File: src/rtl/isplit_pkg.sv
package isplit_pkg;

  typedef enum logic [1:0] {
    SEG_OTHER = 2'b00,
    SEG_ROOT  = 2'b01,
    SEG_DATA  = 2'b10,
    SEG_SPARE = 2'b11
  } seg_e;

  typedef enum logic [1:0] {
    ACC_FETCH = 2'b00,
    ACC_RD    = 2'b01,
    ACC_WR    = 2'b10,
    ACC_OTHER = 2'b11
  } kind_e;

  // Bit positions are software-visible and therefore fixed.
  typedef struct packed {
    logic [1:0] spare;      // 7:6
    logic       data_only;  // 5
    logic       cs1_hold;   // 4
    logic       dseg_hi;    // 3
    logic       dseg_lo;    // 2
    logic       root_hi;    // 1
    logic       root_lo;    // 0
  } split_cfg_t;

endpackage

File: src/rtl/isplit_cfg_reg.sv
module isplit_cfg_reg
  import isplit_pkg::*;
#(
  parameter int CFG_W  = 8,
  parameter int KEEP_W = 6
) (
  input  logic             clk,
  input  logic             rst_n,
  input  logic             wr_en,
  input  logic [CFG_W-1:0] wr_data,
  output logic [CFG_W-1:0] cfg_q
);

  localparam int ZERO_W = CFG_W - KEEP_W;

  logic [CFG_W-1:0] cfg_d;

  always_comb begin
    cfg_d = cfg_q;
    if (wr_en) begin
      cfg_d = {{ZERO_W{1'b0}}, wr_data[KEEP_W-1:0]};
    end
  end

  always_ff @(posedge clk or negedge rst_n) begin
    if (!rst_n) begin
      cfg_q <= '0;
    end else if (wr_en) begin
      cfg_q <= cfg_d;
    end
  end

  // a write lands in the low bits on the next cycle, the top bits stay clear
  p_cfg_load_r8: assert property (@(posedge clk) disable iff (!rst_n)
    wr_en |=> (cfg_q[KEEP_W-1:0] == $past(wr_data[KEEP_W-1:0])) &&
              (cfg_q[CFG_W-1:KEEP_W] == '0));

  // without a write the register holds
  p_cfg_hold_r8: assert property (@(posedge clk) disable iff (!rst_n)
    !wr_en |=> $stable(cfg_q));

endmodule

File: src/rtl/isplit_flip_decode.sv
module isplit_flip_decode
  import isplit_pkg::*;
(
  input  split_cfg_t cfg,
  input  seg_e       seg,
  input  kind_e      kind,
  output logic       flip_lo,
  output logic       flip_hi
);

  logic is_data;
  logic qualify;

  always_comb begin
    is_data = (kind != ACC_FETCH);
    qualify = !cfg.data_only || is_data;
    flip_lo = 1'b0;
    flip_hi = 1'b0;
    if (qualify) begin
      unique case (seg)
        SEG_ROOT: begin
          flip_lo = cfg.root_lo;
          flip_hi = cfg.root_hi;
        end
        SEG_DATA: begin
          flip_lo = cfg.dseg_lo;
          flip_hi = cfg.dseg_hi;
        end
        default: begin
          flip_lo = 1'b0;
          flip_hi = 1'b0;
        end
      endcase
    end
  end

endmodule

File: src/rtl/isplit_addr_xlat.sv
module isplit_addr_xlat
  import isplit_pkg::*;
#(
  parameter int ADDR_W  = 20,
  parameter int LO_BIT  = 16,
  parameter int HI_BIT  = 19,
  parameter int CFG_W   = 8,
  parameter int KEEP_W  = 6,
  parameter int CS1_BIT = 4
) (
  input  logic              clk,
  input  logic              rst_n,
  input  logic              cfg_wr_en,
  input  logic [CFG_W-1:0]  cfg_wr_data,
  output logic [CFG_W-1:0]  cfg_rd_data,
  input  logic              acc_valid,
  input  logic [ADDR_W-1:0] acc_addr,
  input  logic [1:0]        acc_seg,
  input  logic [1:0]        acc_kind,
  output logic              phys_valid,
  output logic [ADDR_W-1:0] phys_addr,
  output logic              cs1_force
);

  localparam logic [ADDR_W-1:0] KEEP_MASK =
    ~((ADDR_W'(1) << LO_BIT) | (ADDR_W'(1) << HI_BIT));

  logic [CFG_W-1:0]  cfg_q;
  split_cfg_t        cfg_s;
  logic              flip_lo;
  logic              flip_hi;
  logic [ADDR_W-1:0] flip_mask;
  logic [ADDR_W-1:0] xlat_d;
  logic [ADDR_W-1:0] addr_d;
  logic              valid_d;

  isplit_cfg_reg #(.CFG_W(CFG_W), .KEEP_W(KEEP_W)) u_cfg (
    .clk     (clk),
    .rst_n   (rst_n),
    .wr_en   (cfg_wr_en),
    .wr_data (cfg_wr_data),
    .cfg_q   (cfg_q)
  );

  assign cfg_s       = split_cfg_t'(cfg_q);
  assign cfg_rd_data = cfg_q;
  assign cs1_force   = cfg_q[CS1_BIT];

  isplit_flip_decode u_dec (
    .cfg     (cfg_s),
    .seg     (seg_e'(acc_seg)),
    .kind    (kind_e'(acc_kind)),
    .flip_lo (flip_lo),
    .flip_hi (flip_hi)
  );

  for (genvar gi = 0; gi < ADDR_W; gi++) begin : g_mask
    if (gi == HI_BIT) begin : g_hi
      assign flip_mask[gi] = flip_hi;
    end else if (gi == LO_BIT) begin : g_lo
      assign flip_mask[gi] = flip_lo;
    end else begin : g_pass
      assign flip_mask[gi] = 1'b0;
    end
  end

  assign xlat_d = acc_addr ^ flip_mask;

  always_comb begin
    valid_d = acc_valid;
    addr_d  = phys_addr;
    if (acc_valid) begin
      addr_d = xlat_d;
    end
  end

  always_ff @(posedge clk or negedge rst_n) begin
    if (!rst_n) begin
      phys_valid <= 1'b0;
      phys_addr  <= '0;
    end else begin
      phys_valid <= valid_d;
      if (acc_valid) begin
        phys_addr <= addr_d;
      end
    end
  end

  // valid follows the request with one cycle of latency
  p_valid_rise_r9: assert property (@(posedge clk) disable iff (!rst_n)
    acc_valid |=> phys_valid);
  p_valid_fall_r9: assert property (@(posedge clk) disable iff (!rst_n)
    !acc_valid |=> !phys_valid);
  p_addr_hold_r9: assert property (@(posedge clk) disable iff (!rst_n)
    !acc_valid |=> $stable(phys_addr));

  // only the two selected bits may ever differ from the input
  p_other_bits_r2: assert property (@(posedge clk) disable iff (!rst_n)
    acc_valid |=> ((phys_addr ^ $past(acc_addr)) & KEEP_MASK) == '0);

  // accesses outside root and data segment are never moved
  p_outside_pass_r6: assert property (@(posedge clk) disable iff (!rst_n)
    (acc_valid && (acc_seg == SEG_OTHER || acc_seg == SEG_SPARE))
    |=> phys_addr == $past(acc_addr));

  // in split mode fetches keep their address
  p_fetch_clean_r5: assert property (@(posedge clk) disable iff (!rst_n)
    (acc_valid && acc_kind == ACC_FETCH && cfg_q[5])
    |=> phys_addr == $past(acc_addr));

  // chip-select hold tracks the written bit
  p_cs1_track_r7: assert property (@(posedge clk) disable iff (!rst_n)
    cfg_wr_en |=> cs1_force == $past(cfg_wr_data[CS1_BIT]));

endmodule

File: config.mk
export PLATFORM = sky130hd
export DESIGN_NAME = isplit_addr_xlat
export DESIGN_NICKNAME = d
export VERILOG_FILES = /design/src/rtl/isplit_pkg.sv /design/src/rtl/isplit_cfg_reg.sv /design/src/rtl/isplit_flip_decode.sv /design/src/rtl/isplit_addr_xlat.sv
export SDC_FILE = /design/constraint.sdc
export NUM_CORES = 1
export LEC_CHECK = 0
export BUFFER_PORTS_ARGS = -buffer_cell sky130_fd_sc_hd__buf_2
export CAP_MARGIN = 30
export CORE_MARGIN = 5
export CORE_UTILIZATION = 35
export CTS_BUF_LIST = sky130_fd_sc_hd__clkbuf_2
export CTS_CLUSTER_DIAMETER = 50
export DETAILED_ROUTE_END_ITERATION = 8
export PLACE_DENSITY = 0.67
export SYNTH_ARGS = -nofsm -noshare
export SYNTH_HDL_FRONTEND = slang
export SYNTH_SLANG_ARGS = --single-unit
export TNS_END_PERCENT = 1
File: constraint.sdc
create_clock -name clk -period 1.5 [get_ports clk]
set_input_delay 0.3 -clock clk [delete_from_list [all_inputs] [get_ports clk]]
set_output_delay 0.3 -clock clk [all_outputs]
set_load 0.02 [all_outputs]
==> flow_metrics.py <==
metrics = {
    "status": {
        "status": "finished, final reports clean",
    },
    "sta": {
        "grt_setup_unrepaired": "no",
        "max_freq_mhz": 777,
        "fin_worst_skew_ns": 0.000911,
        "slew_violations": 0,
        "setup_viol": 0,
        "period_share_pct": 85.8,
        "worst_slew_pin_slew_ns": 0.576,
        "final_hold_viol_count": 0,
        "timing.slew.headroom_pct": 61.6,
        "min_period_ns": 1.29,
        "setup_tns_ns": 0,
    },
    "worst_setup_path": {
        "crit_path_end_kind": "flop",
        "crit_required_ns": 1.78,
        "arrival_ns": 1.57,
        "worstSetupPathType": "reg -> reg",
        "cp_cell_sequence": "nor3b_4 > or4_1 > a31oi_1",
        "reg2reg_from": "u_cfg.cfg_q[5]$_DFFE_PN0P_",
        "r2r_end": "phys_addr[19]$_DFFE_PN0P_",
        "cp-start-kind": "flop",
        "r2r_slack_ns": 0.21,
        "slowest_delay_ns": 0.45,
        "crit_fanout": 4,
        "reg2reg_depth": 3,
        "crit_slowest_cell": "dfrtp_1",
    },
    "detailed_routing": {
        "num_vias": 792,
        "drt_iter0_drc": 22,
        "wl_um": 2270,
        "wl_per_cell_um": 12.7,
        "via_per_inst": 4.42,
        "drc": 0,
        "drt.antenna.violating_nets": 0,
        "dr.pass1.iters": 2,
    },
    "clock_network": {
        "clock_latency_ns": 0.33,
        "cts_max_level": 1,
        "cts_sinks": 27,
        "cts_tree": "yes",
        "clockBufferDepth": 2,
        "clk_pin_slew_ns": 0.24,
        "root_buffer": "clkbuf_2",
        "numCtsBuffers": 3,
    },
    "logic_synthesis": {
        "yosysWarnings": 0,
        "netlist_area_um2": 1100,
        "synth_common_cells": "dfrtp_1 (27), mux2_2 (24), buf_4 (3)",
        "yosysMostFrequentCell": "dfrtp_1",
        "synth-edff-count": 0,
        "netlist_instances": 73,
        "synth.top_cell.area_share_pct": 61.3,
        "synth_flop_cell": "dfrtp_1",
        "avgSynthCellArea_um2": 15.1,
        "async_flop_share_pct": 100,
        "yosys.cell_types.count": 14,
        "yosysTopAreaCell": "dfrtp_1",
        "synth-seq-cells": 27,
        "yosysSeqAreaShare_pct": 61.3,
        "synthTopCellsByArea": "dfrtp_1 (61%), mux2_2 (25%), ha_1 (2.3%)",
    },
    "finish": {
        "n_antenna_cell": 0,
        "drive_above_1_share_pct": 67.4,
        "stdcell_area_um2": 1470,
        "layout.nets": 174,
        "syn_to_final_growth_pct": 33.1,
        "fin_util_pct": 48.5,
        "multi_input_area_um2": 387,
        "fill_cells": 295,
        "seqCellArea_um2": 676,
    },
    "grt": {
        "grt_pass1_vias": 858,
        "grt-busiest-layer": "met2",
        "grt_overflow": 0,
        "grt_start_max_net_pins": 28,
        "met2_usage_pct": 19.7,
        "grt_pass1_wl_um": 3730,
        "grt_usage_pct": 11.0,
        "use_met3_pct": 2.55,
        "grt_use_met1_pct": 12.1,
        "antenna_found_initial": 0,
    },
    "floorplan": {
        "pin_count": 66,
        "core_area_um2": 3030,
        "die_width_um": 66.1,
        "rows": 20,
        "die_area_um2": 4370,
        "initial_core_util_pct": 36.4,
        "die_h_um": 66.1,
    },
    "job": {
        "max-cap-violations": 0,
    },
    "power_and_ir_drop": {
        "vdd_drop_max_mv": 0.351,
        "finalPower_mw": 1.45,
        "p_per_area_nw_per_um2": 990,
        "p_leak_nw": 0.728,
    },
    "min_path": {
        "min_path_cells": 2,
        "hp-class": "in -> reg",
        "min_to": "phys_addr[17]$_DFFE_PN0P_",
        "min-delay-start": "acc_addr[17]",
    },
    "placement": {
        "portBuffers": 61,
        "place_hpwl_um": 1830,
        "gp_congestion": 0.751,
        "placed_area_um2": 1440,
    },
}
## cells in the final DEF, fill, tap and decap left out
cell	netlist	final
a22oi_1	2	2
a31oi_1	2	2
buf_2	2	61
buf_4	3	1
clkbuf_2	0	3
clkinv_2	0	1
conb_1	1	2
dfrtp_1	27	27
dlygate4sd3_1	0	1
ha_1	2	2
inv_1	2	2
mux2_2	24	24
nor2_1	2	2
nor3b_4	1	1
o31ai_1	2	2
or4_1	2	2
## stage by stage
| step | hold slack [ns] | worst slack (ns) | cells |
|---|---|---|---|
| 6_report | 0.168 | 0.213 | 179 |
| 5_1_grt | 0.116 | 0.113 | 179 |
| 4_1_cts | 0.150 | 0.198 | 179 |
| 3_5_place_dp | 0.339 | -0.0272 | 174 |
| 3_3_place_gp | 0.327 | -0.000149 | 174 |
| 2_1_floorplan | 0.00441 | 0.128 | 74 |
## critical path: cells and delay by family, from the launching register on
family,cells,cell delay (ns)
AO/OA/AOI/OAI,1,0.17
AND/OR/NAND/NOR,2,0.62
flip-flops,1,0.45
## power by group
group	internal, mW	switching [mW]
clock	0.0605	0.202
sequential	0.800	0.0374
combinational	0.155	0.197
total	1.02	0.437
## per-layer routing
metal,share of wire [%],vias to the layer above
met2,49,34
met1,41,379
met3,9.3,2
met5,0,-
li1,-,377
met4,0.97,0
## sequential cells by signal, indices dropped and copies added (netlist names)
signal       count
phys_addr       20
phys_valid       1
u_cfg.cfg_q      6
## cells by family after synthesis
family / count (synthesis) / synth area share (%)
AO/OA/AOI/OAI: 6 / 3.86
multiplexers: 24 / 24.5
flip-flops: 27 / 61.3
AND/OR/NAND/NOR: 5 / 3.75
buffers and inverters: 8 / 3.97
other: 1 / 0.340
adder cells (fa/ha/maj): 2 / 2.27
## how the worst max path moves through the flow
stage | start | end | depth (start not counted)
2_1_floorplan | acc_seg[0] | phys_addr[16]$_DFFE_PN0P_ | 4
3_3_place_gp | acc_seg[0] | phys_addr[16]$_DFFE_PN0P_ | 5
3_5_place_dp | acc_seg[0] | phys_addr[19]$_DFFE_PN0P_ | 5
4_1_cts | u_cfg.cfg_q[5]$_DFFE_PN0P_ | phys_addr[19]$_DFFE_PN0P_ | 3
5_1_grt | u_cfg.cfg_q[5]$_DFFE_PN0P_ | phys_addr[19]$_DFFE_PN0P_ | 3
6_report | u_cfg.cfg_q[5]$_DFFE_PN0P_ | phys_addr[19]$_DFFE_PN0P_ | 3
## layout make-up
type / instances / area share [%]
clock buffer: 3 / 1.02
clock inverter: 1 / 0.341
inverter: 2 / 0.512
tap: 44 / 3.75
timing repair buffer: 63 / 22.0
sequential: 27 / 46.0
multi-input combinational: 39 / 26.3
## timing repair
item / 4_1_cts / 5_1_grt
hold buffers: 1 / 0
gates resized for setup: 0 / 0
endpoints found under the hold margin: 27 / 0
buffers inserted: 0 / 0
setup endpoints to repair: 0 / 0
(Power assumes the default switching activity.)
